**src/rtl/sro_pkg.sv**
```systemverilog
package sro_pkg;
  typedef enum logic [1:0] {
    CMD_NOP   = 2'b00,
    CMD_READ  = 2'b01,
    CMD_WRITE = 2'b10,
    CMD_RSVD  = 2'b11
  } sro_cmd_e;
endpackage

```
**src/rtl/sro_cfg_latch.sv**
```systemverilog
module sro_cfg_latch (
  input  logic clk,
  input  logic rst_n,
  input  logic lat_pin_i,
  input  logic dsel_pin_i,
  output logic cfg_reg_o,
  output logic cfg_dcd_o,
  output logic armed_o
);
  logic armed_q, armed_d;
  logic reg_q, reg_d;
  logic dcd_q, dcd_d;

  // straps load once, at the first edge after reset release
  always_comb begin
    armed_d = 1'b1;
    reg_d   = armed_q ? reg_q : lat_pin_i;
    dcd_d   = armed_q ? dcd_q : ~dsel_pin_i;
  end

  always_ff @(posedge clk or negedge rst_n) begin
    if (!rst_n) begin
      armed_q <= 1'b0;
      reg_q   <= 1'b1;
      dcd_q   <= 1'b0;
    end else begin
      armed_q <= armed_d;
      reg_q   <= reg_d;
      dcd_q   <= dcd_d;
    end
  end

  assign cfg_reg_o = reg_q;
  assign cfg_dcd_o = dcd_q;
  assign armed_o   = armed_q;

  // configuration frozen once armed
  p_cfg_frozen_r9: assert property (@(posedge clk) disable iff (!rst_n)
    armed_q |=> ($stable(reg_q) && $stable(dcd_q)));
endmodule

```
**src/rtl/sro_cmd_pipe.sv**
```systemverilog
module sro_cmd_pipe
  import sro_pkg::*;
#(
  parameter int STAGES = 2
) (
  input  logic       clk,
  input  logic       rst_n,
  input  logic [1:0] cmd_i,
  output logic       s1_rd_o,
  output logic       s2_rd_o
);
  logic [STAGES-1:0] rd_q, rd_d;

  always_comb begin
    rd_d[0] = (cmd_i == CMD_READ);
  end

  for (genvar g = 1; g < STAGES; g++) begin : g_stage
    always_comb rd_d[g] = rd_q[g-1];
  end

  always_ff @(posedge clk or negedge rst_n) begin
    if (!rst_n) rd_q <= '0;
    else        rd_q <= rd_d;
  end

  assign s1_rd_o = rd_q[0];
  assign s2_rd_o = rd_q[1];
endmodule

```
**src/rtl/sro_out_path.sv**
```systemverilog
module sro_out_path #(
  parameter int DATA_W = 36
) (
  input  logic              clk,
  input  logic              rst_n,
  input  logic [DATA_W-1:0] arr_data_i,
  input  logic              s1_rd_i,
  input  logic              s2_rd_i,
  input  logic              cfg_reg_i,
  input  logic              cfg_dcd_i,
  output logic [DATA_W-1:0] dq_raw_o,
  output logic              drv_raw_o
);
  logic [DATA_W-1:0] out_q, out_d;
  logic              out_en;

  // output register loads only on a read beat
  always_comb begin
    out_en = s1_rd_i;
    out_d  = out_en ? arr_data_i : out_q;
  end

  always_ff @(posedge clk or negedge rst_n) begin
    if (!rst_n) out_q <= '0;
    else        out_q <= out_d;
  end

  always_comb begin
    if (cfg_reg_i) begin
      dq_raw_o  = out_q;
      drv_raw_o = s2_rd_i & (cfg_dcd_i | s1_rd_i);
    end else begin
      dq_raw_o  = s1_rd_i ? arr_data_i : out_q;
      drv_raw_o = s1_rd_i | (cfg_dcd_i & s2_rd_i);
    end
  end
endmodule

```
**src/rtl/sram_rd_out_stage.sv**
```systemverilog
module sram_rd_out_stage
  import sro_pkg::*;
#(
  parameter int DATA_W = 36
) (
  input  logic              clk,
  input  logic              rst_n,
  input  logic              lat_sel_i,
  input  logic              dsel_sel_i,
  input  logic [1:0]        cmd_i,
  input  logic [DATA_W-1:0] arr_data_i,
  input  logic              oe_n_i,
  output logic [DATA_W-1:0] dq_o,
  output logic              bus_en_o
);
  logic              cfg_reg, cfg_dcd, armed;
  logic              s1_rd, s2_rd;
  logic [DATA_W-1:0] dq_raw;
  logic              drv_raw;

  sro_cfg_latch i_cfg (
    .clk        (clk),
    .rst_n      (rst_n),
    .lat_pin_i  (lat_sel_i),
    .dsel_pin_i (dsel_sel_i),
    .cfg_reg_o  (cfg_reg),
    .cfg_dcd_o  (cfg_dcd),
    .armed_o    (armed)
  );

  sro_cmd_pipe #(.STAGES(2)) i_pipe (
    .clk     (clk),
    .rst_n   (rst_n),
    .cmd_i   (cmd_i),
    .s1_rd_o (s1_rd),
    .s2_rd_o (s2_rd)
  );

  sro_out_path #(.DATA_W(DATA_W)) i_out (
    .clk        (clk),
    .rst_n      (rst_n),
    .arr_data_i (arr_data_i),
    .s1_rd_i    (s1_rd),
    .s2_rd_i    (s2_rd),
    .cfg_reg_i  (cfg_reg),
    .cfg_dcd_i  (cfg_dcd),
    .dq_raw_o   (dq_raw),
    .drv_raw_o  (drv_raw)
  );

  // asynchronous output-enable gate
  always_comb begin
    bus_en_o = drv_raw & ~oe_n_i;
    dq_o     = bus_en_o ? dq_raw : '0;
  end

  // single-cycle deselect releases right after capture
  p_scd_off_r4: assert property (@(posedge clk) disable iff (!rst_n)
    (armed && !cfg_dcd && $past(cmd_i) != CMD_READ) |-> !drv_raw);

  // dual-cycle deselect needs two non-read captures
  p_dcd_off_r5: assert property (@(posedge clk) disable iff (!rst_n)
    (armed && cfg_dcd && $past(cmd_i) != CMD_READ && !$past(s1_rd)) |-> !drv_raw);

  // a read one stage back still drives under dual-cycle deselect
  p_dcd_hold_r5: assert property (@(posedge clk) disable iff (!rst_n)
    (armed && cfg_dcd && $past(s1_rd)) |-> drv_raw);

  // flow-through beat equals current array data
  p_ft_beat_r1: assert property (@(posedge clk) disable iff (!rst_n)
    (armed && !cfg_reg && $past(cmd_i) == CMD_READ) |-> (drv_raw && dq_raw == arr_data_i));

  // registered beat equals array data of the previous cycle
  p_reg_beat_r2: assert property (@(posedge clk) disable iff (!rst_n)
    (armed && cfg_reg && drv_raw) |-> (dq_raw == $past(arr_data_i)));
endmodule

```
**config.mk**
```make
export PLATFORM = sky130hd
export DESIGN_NAME = sram_rd_out_stage
export DESIGN_NICKNAME = d
export VERILOG_FILES = /design/src/rtl/sro_pkg.sv /design/src/rtl/sro_cfg_latch.sv /design/src/rtl/sro_cmd_pipe.sv /design/src/rtl/sro_out_path.sv /design/src/rtl/sram_rd_out_stage.sv
export SDC_FILE = /design/constraint.sdc
export NUM_CORES = 1
export LEC_CHECK = 0
export ABC_AREA = 1
export CORE_MARGIN = 2
export CORE_UTILIZATION = 50
export DETAILED_ROUTE_END_ITERATION = 16
export DONT_BUFFER_PORTS = 1
export PLACE_DENSITY = 0.63
export SYNTH_ARGS = -nofsm -noshare
export SYNTH_HDL_FRONTEND = slang
export SYNTH_HIERARCHICAL = 1
export SYNTH_SLANG_ARGS = --single-unit
export TNS_END_PERCENT = 50
```
**constraint.sdc**
```tcl
create_clock -name clk -period 3.9 [get_ports clk]
set_input_delay 0.39 -clock clk [delete_from_list [all_inputs] [get_ports clk]]
set_output_delay 0.39 -clock clk [all_outputs]
set_load 0.01 [all_outputs]
```
# Word level (Yosys, flattened, before mapping)
# Index checks and enable logic that the tools add are counted.
dict set report totals {
  input_bits 43
  ff_bits 41
  wordCells 17
}
dict set report op_classes {
  n_eq_ne 1
  muxes 4
  bitwise 7
}
# operator n
set ops {}
lappend ops {{$mux W36} 3}
lappend ops {{$and A1 B1 Y1} 3}
lappend ops {{$eq A2 B1 Y1 const B} 1}
lappend ops {{$not A1 Y1} 2}
lappend ops {{$or A1 B1 Y1} 2}
lappend ops {{$mux W1} 1}

# Logic depth before layout (Yosys ltp)
# Gate-level depths: netlist (run 1).
dict set report depth {
  depth_word 5
  mapped_depth 7
  ltp_nobuf 6
}

# Cells and area by module
# The synthesis (run 1) kept the hierarchy.
# mod instances cells_each seq_area_each_um2 area_per_inst_um2
set modules_own_cells {}
lappend modules_own_cells {sro_out_path 1 274 900.9 1936.9}
lappend modules_own_cells {sram_rd_out_stage 1 78 0.0 421.7}
lappend modules_own_cells {sro_cfg_latch 1 10 76.3 103.8}
lappend modules_own_cells {sro_cmd_pipe 1 4 50.0 60.1}

# Least setup slack after synthesis (run 1)
# No wires, ideal clock.
dict set report synth_path {
  path_type {reg-to-output}
  startpoint {reg i_cfg.reg_q (netlist: i_cfg/cfg_reg_o)}
  endpoint {out bus_en_o}
  path_buffers 2
  arrival_time_ps 1293
  path_stages_with_launch 8
  setup_slack_ps 2217
  required_time_ps 3510
  path_cell_list {dfstp_2 inv_2 nand2_4 buf_4 nand2_1 nand2_4 buf_8 inv_1}
}
dict set report synth_between {
  elab_chain_cells 2
}
# item line_no
set synth_rtl {}
lappend synth_rtl {{start: declaration} sro_cfg_latch.sv:11} ;# logic reg_q, reg_d;
lappend synth_rtl {{start signal: assignment} sro_cfg_latch.sv:28} ;# reg_q <= reg_d;
lappend synth_rtl {{$mux W1} sro_out_path.sv:29} ;# if (cfg_reg_i) begin
lappend synth_rtl {{net drv_raw} sram_rd_out_stage.sv:19} ;# logic drv_raw;
lappend synth_rtl {{$and A1 B1 Y1} sram_rd_out_stage.sv:53} ;# bus_en_o = drv_raw & ~oe_n_i;
lappend synth_rtl {{end: declaration} sram_rd_out_stage.sv:14} ;# output logic bus_en_o
# The timed path passes the listed nets, and every way through them passes these cells.

# Worst setup path after layout (run 1)
dict set report layout_path {
  startpoint {reg i_cfg.reg_q (netlist: i_cfg/cfg_reg_o)}
  endpoint {out dq_o[0]}
}
dict set report layout_between {
  elab_chain_cells 3
}
# item line_no
set layout_rtl {}
lappend layout_rtl {{$mux W1} sro_out_path.sv:29}
lappend layout_rtl {{net drv_raw} sram_rd_out_stage.sv:19}
lappend layout_rtl {{$and A1 B1 Y1} sram_rd_out_stage.sv:53}
lappend layout_rtl {{$mux W36} sram_rd_out_stage.sv:54} ;# dq_o = bus_en_o ? dq_raw : '0;
lappend layout_rtl {{end: declaration} sram_rd_out_stage.sv:13} ;# output logic [DATA_W-1:0] dq_o,
# The timed path passes the listed nets, and every way through them passes these cells.

==> flow_metrics.env, run 1 <==
export IMPL_cts_path_max_buffers=2
export IMPL_layout_drive_gt1_share_pct=12.9
export IMPL_crit_path_max_fanout=37
export IMPL_seq_area_frac_synth_pct=40.7
export IMPL_via_per_inst=4.67
export IMPL_critPathSlowestCell="dfstp_2"
export IMPL_area_growth_pct=3.72
export IMPL_fin_nets=399
export IMPL_rsz0062_at_grt="no"
export IMPL_gr_total_overflow=0
export IMPL_ant_nets=0
export IMPL_ys_warn_count=6
export IMPL_clk_latency_ns=0.29
export IMPL_slew_headroom_pct=38.1
export IMPL_coreArea_sq_um=4790
export IMPL_antennaDiodeCount=0
export IMPL_cts_made_buffers=5
export IMPL_start_kind="register"
export IMPL_rows=25
export IMPL_drcViolationCount=0
export IMPL_status="finished, final reports clean"
export IMPL_max_freq_ghz=0.371
export IMPL_fin_setup_tns_ns=0
export IMPL_total_power_mw=1.06
export IMPL_die_h_um=75.0
export IMPL_path_cells="inv_2 -> buf_4 -> nand2_4 -> nand2_1 -> nand2_4 -> nor2_1"
export IMPL_h_tree_depth=2
export IMPL_path_buf_inv=2
export IMPL_post_synth_main_area_contributors="dfrtp_1 (40%), nand2_1 (17%), inv_1 (11%)"
export IMPL_via_count=1981
export IMPL_die_area_sq_um=5630
export IMPL_p_leak_nw=1.40
export IMPL_p_int_uw=750
export IMPL_switchingPower_uw=309
export IMPL_layout_commonest_cell="nand2_1"
export IMPL_cp_required_ns=3.51
export IMPL_path_class="reg -> out"
export IMPL_routabilityCongestion=0.689
export IMPL_worst_slew_pin_slew_ns=0.929
export IMPL_initial_core_util_pct=52.7
export IMPL_path_clk_slew_ns=0.07
export IMPL_final_fill_count=488
export IMPL_netlist_area_sq_um=2520
export IMPL_cpMostUsedCell="nand2_4"
export IMPL_fin_cells=424
export IMPL_r2r_cells=2
export IMPL_p_per_area_nw_per_um2=405
export IMPL_layout_common_cells="nand2_1 (113), inv_1 (76), dfrtp_1 (39)"
export IMPL_swShare_pct=29.1
export IMPL_syn_area_per_cell_sq_um=6.89
export IMPL_hp_start="cmd_i[1]"
export IMPL_ioPinCount=80
export IMPL_synth_cell_types=19
export IMPL_yosysTopAreaCell="dfrtp_1"
export IMPL_grt_pass1_wl_mm=7.90
export IMPL_grt_max_degree=110
export IMPL_cp_data_arrival_time_ns=2.31
export IMPL_endpoint_kind="primary output"
export IMPL_min_path_cells=1
export IMPL_synth_nets=409
export IMPL_cts_root_buf="clkbuf_8"
export IMPL_synthCells=366
export IMPL_die_x_um=75.0
export IMPL_cts_tree="yes"
export IMPL_grt_pass1_vias=1794
export IMPL_setup_viol=0
export IMPL_synth_top_area_share_pct=39.7
export IMPL_synth_seq_cells=41
export IMPL_period_minus_slack_ns=2.70
export IMPL_ir_drop_mv=0.269
export IMPL_cp_top_family="simple AND/OR/NAND/NOR gates"
export IMPL_r2r_start="i_pipe/rd_q[0]"
export IMPL_hold_violations=0
export IMPL_hold_path_class="in -> reg"
export IMPL_pwr_share_comb_pct=19.3
export IMPL_grt_total_usage_pct=18.4
export IMPL_io_buffers=0
export IMPL_cpPeakStageDelay_ns=0.54
export IMPL_numClockSinks=41
export IMPL_reg2reg_setup_slack_ns=2.33
export IMPL_clkPwrFrac_pct=33.2
export IMPL_wl_mm=4.67
export IMPL_placedCellCount=414
export IMPL_drt_first_iter_violations=111
export IMPL_wl_per_cell_um=11.0
export IMPL_cts_setup_buffers=0
export IMPL_rr_endpoint="i_out/out_q[5]"
export IMPL_dpl_hpwl_mm=2.99
export IMPL_antenna_found_initial=0
export IMPL_cap_violations=0
export IMPL_hold_end="i_pipe/rd_q[0]"
export IMPL_sequentialPowerShare_pct=47.5
export IMPL_drtPass1Iterations=4
export IMPL_period_share_pct=69.1
export IMPL_finClkSkew_ns=0.00621
export IMPL_maxSlewViolCount=0
==> cell type report <==
| type | instances | area (sq um) | share of cell area [%] |
|---|---|---|---|
| flip-flops and latches | 41 | 1030 | 39.3 |
| inverters | 77 | 289 | 11.0 |
| well taps | 67 | 83.8 | 3.20 |
| multi-input cells | 227 | 1050 | 40.1 |
| repair buffers | 4 | 45.0 | 1.72 |
| clock inverters | 2 | 37.5 | 1.43 |
| clock buffers | 6 | 82.6 | 3.16 |
==> per-layer routing <==
| metal | wire [um] | track usage (%) | vias up |
|---|---|---|---|
| li1 | - | - | 1058 |
| met1 | 2100 | 23.3 | 865 |
| met2 | 2160 | 29.9 | 52 |
| met3 | 333 | 5.76 | 6 |
| met4 | 73 | 6.55 | 0 |
| met5 | 0 | 0 | - |
==> kinds of logic (layout without fill, tap and decap cells) <==
family / after synthesis / after routing / share of synthesized area (%)
and+or+nand+nor: 188 / 188 / 33.9
buffers and inverters: 98 / 89 / 17.7
DFF: 41 / 41 / 40.7
AOI/OAI and AO/OA: 38 / 38 / 7.54
other: 1 / 1 / 0.149
==> registers in the layout (all words and copies together) (netlist names) <==
register / count
i_out/out_q: 36
i_pipe/rd_q: 2
i_cfg/armed_o: 1
i_cfg/cfg_dcd_o: 1
i_cfg/cfg_reg_o: 1
==> how the worst max path moves through the flow <==
stage,startpoint,to,slack [ns],depth (start not counted)
global placement,i_cfg/cfg_reg_o,bus_en_o,1.51,6
global route,i_cfg/cfg_reg_o,dq_o[0],1.00,6
CTS,i_cfg/cfg_reg_o,bus_en_o,1.14,6
finish,i_cfg/cfg_reg_o,dq_o[0],1.20,6
detailed placement,i_cfg/cfg_reg_o,bus_en_o,1.47,6
floorplan,i_cfg/cfg_reg_o,bus_en_o,2.22,7
==> repair_timing <==
item / in CTS / in global routing
resized for setup: 0 / 0
hold buffers: 2 / 0
hold endpoints to repair: 41 / 0
==> Yosys cell counts, drive strengths merged <==
library cell	count
nand2	115
inv	77
dfrtp	40
o21ai	38
nor2	37
nand3	36
buf	19
clkbuf	2
conb	1
dfstp	1
==> power by group through the flow <==
stage          clock network [mW]  registers, mW  logic [mW]
2_1_floorplan                   0          0.505       0.180
3_3_place_gp                    0          0.510       0.192
3_5_place_dp                    0          0.511       0.197
4_1_cts                     0.364          0.503       0.209
5_1_grt                     0.384          0.509       0.241
6_report                    0.352          0.503       0.204
==> stage by stage <==
step                      cell area, sq um  util [%]  setup WS (ns)  hold WS, ns
final                                 2620      54.7           1.20        0.145
after global routing                  2620      54.7           1.00        0.127
after CTS                             2620      54.7           1.14        0.135
after detailed placement              2470      51.5           1.47       0.0952
after global placement                2470      51.5           1.51       0.0954
after floorplan                       2520         -           2.22       0.0944
==> worst register-to-register path: stages, from the launching register on <==
cell     delay (ns)
dfrtp_2        0.40
buf_4          0.70
o21ai_0        0.31
No activity file was read; power rests on OpenSTA's default activity.
==> inputs of run 2 (changes only) <==
PLACE_DENSITY = 0.66   (was 0.63)
clock period = 2.2 ns   (was 3.9 ns; I/O delays follow)
==> run 2 against run 1 <==
Against the previous run: cell area rose by 0.14%; critical path depth fell by 2; routed wire length is 0.56% higher; critical endpoint is now dq_o[1]; via count is 0.56% lower; largest cell class unchanged; first-iteration DRC count increased by 11%.
==> flow_metrics.env, run 2 (synthesis gave the netlist of run 1 again) <==
export IMPL_status="finished, final reports clean"
export IMPL_placed_area_sq_um=2480
export IMPL_clk_latency_ns=0.28
export IMPL_layout_drive_gt1_share_pct=12.8
export IMPL_drcViolationCount=0
export IMPL_start_kind="register"
export IMPL_clkPwrFrac_pct=28.2
export IMPL_route_met2_wl_mm=2.18
export IMPL_dpl_hpwl_mm=3.06
export IMPL_min_path_cells=2
export IMPL_area_growth_pct=3.87
export IMPL_hold_ws_ns=0.0281
export IMPL_routabilityCongestion=0.727
export IMPL_hold_path_class="in -> reg"
export IMPL_rsz0062_at_grt="no"
export IMPL_fin_setup_tns_ns=0
export IMPL_grt_pass1_vias=1728
export IMPL_crit_path_max_fanout=37
export IMPL_fin_nets=402
export IMPL_ioPinCount=80
export IMPL_wl_mm=4.70
export IMPL_route_layer_met1_wl_mm=2.11
export IMPL_rows=25
export IMPL_fin_cells=427
export IMPL_endpoint_kind="primary output"
export IMPL_wl_per_cell_um=11.0
export IMPL_cts_made_buffers=5
export IMPL_p_int_mw=1.22
export IMPL_antennaDiodeCount=0
export IMPL_ant_nets=0
export IMPL_swShare_pct=30.4
export IMPL_sequentialPowerShare_pct=51.0
export IMPL_grt_total_usage_pct=17.6
export IMPL_r2r_cells=2
export IMPL_drtPass1Iterations=4
export IMPL_numClockSinks=41
export IMPL_antenna_found_initial=0
export IMPL_die_area_sq_um=5630
export IMPL_cp_data_arrival_time_ns=1.74
export IMPL_layout_commonest_cell="nand2_1"
export IMPL_p_leak_nw=1.40
export IMPL_path_class="reg -> out"
export IMPL_top_layer="met4"
export IMPL_hold_violations=0
export IMPL_initial_core_util_pct=52.7
export IMPL_h_tree_depth=2
export IMPL_wl_met3_um=321
export IMPL_maxSlewViolCount=0
export IMPL_die_x_um=75.0
export IMPL_post_route_util_pct=54.7
export IMPL_final_fill_count=472
export IMPL_pwr_share_comb_pct=20.8
export IMPL_setup_viol=0
export IMPL_coreArea_sq_um=4790
export IMPL_via_per_inst=4.61
export IMPL_period_share_pct=88.9
export IMPL_cap_violations=0
export IMPL_cts_path_max_buffers=2
export IMPL_via_count=1970
export IMPL_placedCellCount=416
export IMPL_cts_tree="yes"
export IMPL_layout_common_cells="nand2_1 (113), inv_1 (76), dfrtp_1 (39)"
export IMPL_drt_first_iter_violations=123
export IMPL_period_minus_slack_ns=1.96
export IMPL_gr_total_overflow=0
export IMPL_switchingPower_uw=533
export IMPL_grt_max_degree=56
export IMPL_p_per_area_nw_per_um2=669
export IMPL_max_freq_ghz=0.511
export IMPL_largestRegisters="i_out/out_q: 36 flops, i_pipe/rd_q: 2 flops"
export IMPL_path_clk_slew_ns=0.07
export IMPL_cts_root_buf="clkbuf_8"
export IMPL_largest_register="i_out/out_q"
export IMPL_finClkSkew_ns=0.00605
export IMPL_ir_drop_mv=0.404
export IMPL_grt_pass1_wl_mm=7.68
export IMPL_die_h_um=75.0
export IMPL_final_cell_area_sq_um=2620
export IMPL_largest_reg_flops=36
export IMPL_cp_required_ns=1.98
export IMPL_io_buffers=0
## run 2: changes by cell type in the layout (fill, tap and decap cells not counted), sizes merged
cell | previous run | this run
buf | 3 | 5
bufinv | 1 | 0
clkbuf | 6 | 8
clkinvlp | 1 | 0
dlygate4sd3 | 1 | 2
## run 2: final cells by class
type	instances	area, sq um	area share, %
multi-input combinational	227	1060	40.4
sequential	41	1030	39.3
inverter	77	289	11.0
clock buffer	8	90.1	3.44
tap	67	83.8	3.20
timing repair buffer	7	70.1	2.67
## run 2: through the flow
stage	setup slack (ns)	power, mW
2_1_floorplan	0.687	1.21
3_3_place_gp	0.470	1.24
6_report	0.244	1.75
4_1_cts	0.111	1.78
3_5_place_dp	0.426	1.25
5_1_grt	0.0444	1.89
## run 2: worst paths after layout
path / start / endpoint / slack, ns
max: i_pipe/rd_q[0] / dq_o[1] / 0.24
min: lat_sel_i / i_cfg/cfg_reg_o / 0.03
max reg2reg: i_pipe/rd_q[0] / i_out/out_q[16] / 0.86
min reg2reg: i_cfg/cfg_reg_o / i_cfg/cfg_reg_o / 0.47
max in group asynchronous: rst_n / i_cfg/cfg_reg_o / 1.56
min in group asynchronous: rst_n / i_out/out_q[6] / 0.39
## run 2: power by group through the flow
stage	logic (mW)	clock network, mW	registers, mW
after floorplan	0.319	0	0.895
after global placement	0.338	0	0.906
after detailed placement	0.345	0	0.909
after CTS	0.369	0.514	0.895
after global routing	0.432	0.547	0.907
final	0.365	0.495	0.895
## run 2: repair_timing
item,CTS,global route
endpoints found under the setup margin,0,1
gates resized for setup,0,1
setup buffers,0,0
hold buffers,3,0
endpoints found under the hold margin,42,0
## run 2: critical path: stages (launching register included)
cell,delay [ns]
dfrtp_2,0.53
nand2_4,0.19
nand2_1,0.21
nand2_8,0.22
nor2_1,0.27
## run 2: metal layers
layer	vias up	global-route usage, %
met5	-	0
met2	52	27.8
met4	0	6.75
met3	9	4.69
met1	850	23.4
li1	1059	-
